--- config.mk ---
export PLATFORM = sky130hd
export DESIGN_NAME = oc_quad_compare
export DESIGN_NICKNAME = d
export VERILOG_FILES = /design/src/rtl/oc_pkg.sv /design/src/rtl/oc_regfile.sv /design/src/rtl/oc_match.sv /design/src/rtl/oc_pin.sv /design/src/rtl/oc_quad_compare.sv
export SDC_FILE = /design/constraint.sdc
export NUM_CORES = 1
export LEC_CHECK = 0
export BUFFER_PORTS_ARGS = -buffer_cell sky130_fd_sc_hd__buf_2
export CORE_MARGIN = 4
export CORE_UTILIZATION = 34
export DETAILED_ROUTE_END_ITERATION = 10
export PLACE_DENSITY = 0.49
export SLEW_MARGIN = 20
export SYNTH_ARGS = -nofsm -noshare
export SYNTH_HDL_FRONTEND = slang
export SYNTH_HIERARCHICAL = 1
export SYNTH_SLANG_ARGS = --single-unit
--- constraint.sdc ---
create_clock -name clk -period 2.2 [get_ports clk]
set_input_delay 0.22 -clock clk [delete_from_list [all_inputs] [get_ports clk]]
set_output_delay 0.22 -clock clk [all_outputs]
set_load 0.05 [all_outputs]
--- src/rtl/oc_pkg.sv ---
package oc_pkg;

  typedef enum logic [1:0] {
    OC_FORCE  = 2'b00,
    OC_SET    = 2'b01,
    OC_CLEAR  = 2'b10,
    OC_TOGGLE = 2'b11
  } oc_mode_e;

  // Next pin level for a channel given its mode, current level, init bit and match.
  function automatic logic oc_next_pin(oc_mode_e mode, logic cur, logic init, logic hit);
    logic nxt;
    nxt = cur;
    if (mode == OC_FORCE) begin
      nxt = init;
    end else if (hit) begin
      case (mode)
        OC_SET:    nxt = 1'b1;
        OC_CLEAR:  nxt = 1'b0;
        default:   nxt = ~cur;
      endcase
    end
    return nxt;
  endfunction

  // A match: enabled, count moved this cycle, and count now equals compare.
  function automatic logic oc_is_hit(logic en, logic moved, logic [15:0] cnt, logic [15:0] cmp);
    return en && moved && (cnt == cmp);
  endfunction

endpackage

--- src/rtl/oc_regfile.sv ---
module oc_regfile
  import oc_pkg::*;
#(
  parameter int NUM_CH = 4,
  parameter int CNT_W  = 16,
  parameter int ADDR_W = 4
) (
  input  logic                         clk,
  input  logic                         rst_n,
  input  logic                         wr_en_i,
  input  logic [ADDR_W-1:0]            wr_addr_i,
  input  logic [7:0]                   wr_data_i,
  input  logic [ADDR_W-1:0]            rd_addr_i,
  output logic [7:0]                   rd_data_o,
  output logic [NUM_CH-1:0][CNT_W-1:0] cmp_o,
  output logic [NUM_CH-1:0][1:0]       mode_o,
  output logic [NUM_CH-1:0]            init_o,
  output logic                         en_o
);

  localparam int BYTES     = CNT_W / 8;
  localparam int STG_W     = CNT_W - 8;
  localparam int CFG_BASE  = NUM_CH * BYTES;
  localparam int CTRL_ADDR = CFG_BASE + NUM_CH;

  logic [NUM_CH-1:0][CNT_W-1:0] cmp_q;
  logic [NUM_CH-1:0][STG_W-1:0] stage_q;
  logic [NUM_CH-1:0][1:0]       mode_q;
  logic [NUM_CH-1:0]            init_q;
  logic                         en_q;
  logic [NUM_CH-1:0]            low_wr;   // staging write seen per channel
  logic [NUM_CH-1:0]            high_wr;  // commit write seen per channel

  wire unused_wdata = ^wr_data_i[7:3];

  always_comb begin
    for (int c = 0; c < NUM_CH; c++) begin
      low_wr[c]  = 1'b0;
      high_wr[c] = wr_en_i && (wr_addr_i == ADDR_W'(c*BYTES + BYTES - 1));
      for (int b = 0; b < BYTES-1; b++) begin
        if (wr_en_i && (wr_addr_i == ADDR_W'(c*BYTES + b))) low_wr[c] = 1'b1;
      end
    end
  end

  always_ff @(posedge clk or negedge rst_n) begin
    if (!rst_n) begin
      cmp_q   <= '0;
      stage_q <= '0;
      mode_q  <= '0;
      init_q  <= '0;
      en_q    <= 1'b0;
    end else if (wr_en_i) begin
      for (int c = 0; c < NUM_CH; c++) begin
        for (int b = 0; b < BYTES-1; b++) begin
          if (wr_addr_i == ADDR_W'(c*BYTES + b)) stage_q[c][b*8 +: 8] <= wr_data_i;
        end
        if (high_wr[c]) cmp_q[c] <= {wr_data_i, stage_q[c]};
        if (wr_addr_i == ADDR_W'(CFG_BASE + c)) begin
          mode_q[c] <= wr_data_i[1:0];
          init_q[c] <= wr_data_i[2];
        end
      end
      if (wr_addr_i == ADDR_W'(CTRL_ADDR)) en_q <= wr_data_i[0];
    end
  end

  always_comb begin
    rd_data_o = '0;
    for (int c = 0; c < NUM_CH; c++) begin
      for (int b = 0; b < BYTES; b++) begin
        if (rd_addr_i == ADDR_W'(c*BYTES + b)) rd_data_o = cmp_q[c][b*8 +: 8];
      end
      if (rd_addr_i == ADDR_W'(CFG_BASE + c)) rd_data_o = {5'b0, init_q[c], mode_q[c]};
    end
    if (rd_addr_i == ADDR_W'(CTRL_ADDR)) rd_data_o = {7'b0, en_q};
  end

  assign cmp_o  = cmp_q;
  assign mode_o = mode_q;
  assign init_o = init_q;
  assign en_o   = en_q;

  generate
    for (genvar c = 0; c < NUM_CH; c++) begin : g_chk
      // a staging write leaves the committed compare value untouched
      a_r9_low_no_commit: assert property (@(posedge clk) disable iff (!rst_n)
        (low_wr[c] && !high_wr[c]) |=> $stable(cmp_o[c]));
      // a commit write loads the high byte as written
      a_r9_high_commit: assert property (@(posedge clk) disable iff (!rst_n)
        high_wr[c] |=> (cmp_o[c][CNT_W-1 -: 8] == $past(wr_data_i)));
    end
  endgenerate

endmodule

--- src/rtl/oc_match.sv ---
module oc_match
  import oc_pkg::*;
#(
  parameter int NUM_CH = 4,
  parameter int CNT_W  = 16
) (
  input  logic                         clk,
  input  logic                         rst_n,
  input  logic [CNT_W-1:0]             count_i,
  input  logic                         en_i,
  input  logic [NUM_CH-1:0][CNT_W-1:0] cmp_i,
  output logic                         moved_o,
  output logic [NUM_CH-1:0]            match_o
);

  logic [CNT_W-1:0] count_q;

  always_ff @(posedge clk or negedge rst_n) begin
    if (!rst_n) count_q <= '0;
    else        count_q <= count_i;
  end

  assign moved_o = (count_i != count_q);

  generate
    for (genvar c = 0; c < NUM_CH; c++) begin : g_ch
      assign match_o[c] = oc_is_hit(en_i, moved_o, count_i, cmp_i[c]);

      // a count held on the compare value does not fire twice
      a_r8_single_fire: assert property (@(posedge clk) disable iff (!rst_n)
        match_o[c] |=> (!match_o[c] || !$stable(count_i)));
    end
  endgenerate

  // no match is reported while the enable is low
  a_r2_disabled_quiet: assert property (@(posedge clk) disable iff (!rst_n)
    !en_i |-> (match_o == '0));

endmodule

--- src/rtl/oc_pin.sv ---
module oc_pin
  import oc_pkg::*;
(
  input  logic       clk,
  input  logic       rst_n,
  input  logic [1:0] mode_i,
  input  logic       init_i,
  input  logic       match_i,
  output logic       pin_o
);

  oc_mode_e mode;
  logic     pin_q;

  assign mode = oc_mode_e'(mode_i);

  always_ff @(posedge clk or negedge rst_n) begin
    if (!rst_n) pin_q <= 1'b0;
    else        pin_q <= oc_next_pin(mode, pin_q, init_i, match_i);
  end

  assign pin_o = pin_q;

  // force mode drives the init bit regardless of matches
  a_r6_force_hold: assert property (@(posedge clk) disable iff (!rst_n)
    (mode == OC_FORCE) |=> (pin_o == $past(init_i)));
  // without a match, a non-forced pin keeps its level
  a_r7_hold_level: assert property (@(posedge clk) disable iff (!rst_n)
    (mode != OC_FORCE && !match_i) |=> $stable(pin_o));
  // set action
  a_r3_set_on_match: assert property (@(posedge clk) disable iff (!rst_n)
    (mode == OC_SET && match_i) |=> pin_o);
  // clear action
  a_r4_clear_on_match: assert property (@(posedge clk) disable iff (!rst_n)
    (mode == OC_CLEAR && match_i) |=> !pin_o);
  // toggle action
  a_r5_toggle_on_match: assert property (@(posedge clk) disable iff (!rst_n)
    (mode == OC_TOGGLE && match_i) |=> (pin_o != $past(pin_o)));

endmodule

--- src/rtl/oc_quad_compare.sv ---
module oc_quad_compare
  import oc_pkg::*;
#(
  parameter int NUM_CH = 4,
  parameter int CNT_W  = 16,
  parameter int ADDR_W = 4
) (
  input  logic              clk,
  input  logic              rst_n,
  input  logic [CNT_W-1:0]  count_i,
  input  logic              wr_en_i,
  input  logic [ADDR_W-1:0] wr_addr_i,
  input  logic [7:0]        wr_data_i,
  input  logic [ADDR_W-1:0] rd_addr_i,
  output logic [7:0]        rd_data_o,
  output logic [NUM_CH-1:0] pin_o
);

  logic [NUM_CH-1:0][CNT_W-1:0] cmp;
  logic [NUM_CH-1:0][1:0]       mode;
  logic [NUM_CH-1:0]            init_bit;
  logic                         enable;
  logic [NUM_CH-1:0]            match;
  logic                         count_moved;

  oc_regfile #(.NUM_CH(NUM_CH), .CNT_W(CNT_W), .ADDR_W(ADDR_W)) u_regs (
    .clk       (clk),
    .rst_n     (rst_n),
    .wr_en_i   (wr_en_i),
    .wr_addr_i (wr_addr_i),
    .wr_data_i (wr_data_i),
    .rd_addr_i (rd_addr_i),
    .rd_data_o (rd_data_o),
    .cmp_o     (cmp),
    .mode_o    (mode),
    .init_o    (init_bit),
    .en_o      (enable)
  );

  oc_match #(.NUM_CH(NUM_CH), .CNT_W(CNT_W)) u_match (
    .clk     (clk),
    .rst_n   (rst_n),
    .count_i (count_i),
    .en_i    (enable),
    .cmp_i   (cmp),
    .moved_o (count_moved),
    .match_o (match)
  );

  generate
    for (genvar c = 0; c < NUM_CH; c++) begin : g_pin
      oc_pin u_pin (
        .clk     (clk),
        .rst_n   (rst_n),
        .mode_i  (mode[c]),
        .init_i  (init_bit[c]),
        .match_i (match[c]),
        .pin_o   (pin_o[c])
      );
    end
  endgenerate

  // any reported match comes with a count that moved this cycle
  a_r8_match_needs_move: assert property (@(posedge clk) disable iff (!rst_n)
    (match != '0) |-> count_moved);

endmodule

==> impl_metrics.toml <==
[run_status]
status = "finished, final reports clean"

[sta]
setup_viol = 0
skew_ns = 0.0107
rsz0062_at_grt = "true"
period_needed_ns = 2.14
fin_crit_sh = 0.973
hold_viol = 0
worst_pin_slew_ns = 0.609
setup_ws_ns = 0.0599
slew_violations = 0
max_slew_margin = 0.594
whs_ns = 0.0287
fmax_mhz = 467

[clock_tree]
h-tree-depth = 4
clock-sinks = 129
clk_pin_slew_ns = 0.06
insertion_delay_ns = 0.42
cts_buffers = 17
cts_root_buffer = "clkbuf_16"
clk_path_buf_depth = 2
cts_tree = "built"

[global_route]
grt_pass1_vias = 5089
antenna_found_initial = 0
grt_overflow = 0
grt_pass1_wl_um = 30400
grt_usage = 0.181
grt_max_degree = 60

[finish]
syn2layout_area_growth_pct = 18.3
n_fill_cell = 1944
multiInputGateArea_sq_um = 3420
fin_cells = 920
register_area_sq_um = 3230
final_layout_size_suffix_gt1_frac = 0.334
stdcell_area_sq_um = 8140
antenna_cells = 0
nets = 685

[worst_setup_path]
reg2reg_to = "g_pin[2].u_pin/pin_o"
critPathMaxStageDelay_ns = 0.41
rrSetupSlack_ns = 0.12
critPathKind = "reg2out"
crit_start = "u_regs/cmp_o[9]"
crit_slowest_cell = "nor4_2"
path_cells = "nor4bb_4 -> a211oi_2 -> nor4_2 -> o22ai_1 -> nand2_1 -> buf_6"
crit_fanout = 3
worstPathArrival_ns = 1.92
r2r_start = "u_regs/cmp_o[32]"
crit_required_ns = 1.98
reg2reg_depth = 7
start_kind = "flip-flop"
end_kind = "primary output"

[placement]
hpwlAfterDp_um = 14300
io_buffers = 46
place_area_sq_um = 7450
place_inst = 886
preCtsSetupSlack_ns = 0.0579
place_congestion = 0.866

[floorplan]
start_util = 0.350
fp.dieArea_sq_um = 22600
dieHeight_um = 150
coreArea_sq_um = 19700
die_w_um = 150
num_rows = 51
io_pins = 47

[drt]
drc = 0
wl_um = 19400
ant_nets = 0
drt-vias-per-instance = 5.22
dr.pass1.iters = 5
vias = 4803
wl_per_cell_um = 21.1
drtIter0Drc = 400

[yosys]
syn_area_per_cell_sq_um = 11.7
synth_cells = 587
yosysWarnings = 6
syn-num-nets = 630
synth_area_sq_um = 6880

[power_and_ir_drop]
power_mw = 8.21
vdd_drop_max_mv = 0.542
power_density_nw_per_um2 = 1010
p_leak_nw = 3.60

[min_path]
min_to = "u_match/count_q[4]"
min_from = "count_i[4]"
hold_class = "in2reg"
hold_depth = 1

[job]
cap_violations = 0
-- sequential cells by signal, summed over array words and instances (netlist names) --
signal and count:
u_regs/cmp_o 64, u_regs/en_o 1, g_pin.u_pin/pin_o 4, u_regs/stage_q 32, u_regs/init_o 4, u_match/count_q 16, u_regs/mode_o 8
-- area by class of cell --
type | instances | area share
clock buffer | 23 | 0.0600
clock inverter | 9 | 0.0158
inverter | 16 | 0.00738
multi-input combinational | 404 | 0.420
sequential | 129 | 0.397
tap | 265 | 0.0408
timing repair buffer | 74 | 0.0590
-- where the power goes --
group	internal [mW]	switching, mW	total, mW
registers	2.92	0.528	3.45
logic	0.870	0.955	1.82
clock network	1.90	1.04	2.93
-- worst max-delay path by stage --
| stage | to | slack (ns) |
|---|---|---|
| finish | rd_data_o[1] | 0.06 |
| global route | rd_data_o[1] | -0.04 |
| CTS | rd_data_o[1] | 0.004 |
| detailed placement | rd_data_o[6] | 0.06 |
| global placement | rd_data_o[6] | 0.07 |
| floorplan | rd_data_o[2] | 0.26 |
-- critical path, delay by kind of cell (launching register included) --
family / cells / cell delay, ns
AO/OA/AOI/OAI: 2 / 0.19
AND/OR/NAND/NOR: 3 / 0.76
flip-flops: 1 / 0.39
buffers and inverters: 1 / 0.17
-- stage by stage --
step | utilization | setup TNS (ns)
3_5_place_dp | 0.379 | 0
4_1_cts | 0.412 | 0
2_1_floorplan | - | 0
6_report | 0.414 | 0
3_3_place_gp | 0.379 | 0
5_1_grt | 0.414 | -0.0361
-- cell usage in the layout, fill, tap and decap left out, types with 9 or more instances in the layout --
cell type  count
o21ai_0       28
buf_2         44
xor2_1        80
mux2_2        89
dfrtp_1      129
buf_4         25
mux2_1        21
clkbuf_16     17
inv_1         16
nand3_1        9
nor2_1        12
nand2_1       22
a21oi_1       17
nor2b_1       11
nor4_1        16
-- timing repair --
item	CTS	global route
pin swaps	0	5
hold buffers	1	0
setup endpoints to repair	2	7
setup buffers	0	1
resized for setup	4	8
endpoints found under the hold margin	57	0
-- per-layer routing --
metal  routed length, um  vias up  global-route usage
met5                   0        -                   0
met1                9120     2466               0.257
li1                    -     2201                   -
met2                9100      122               0.285
met4                 230        0              0.0494
met3                 918       14              0.0334
Power figures use the tool's default switching activity.
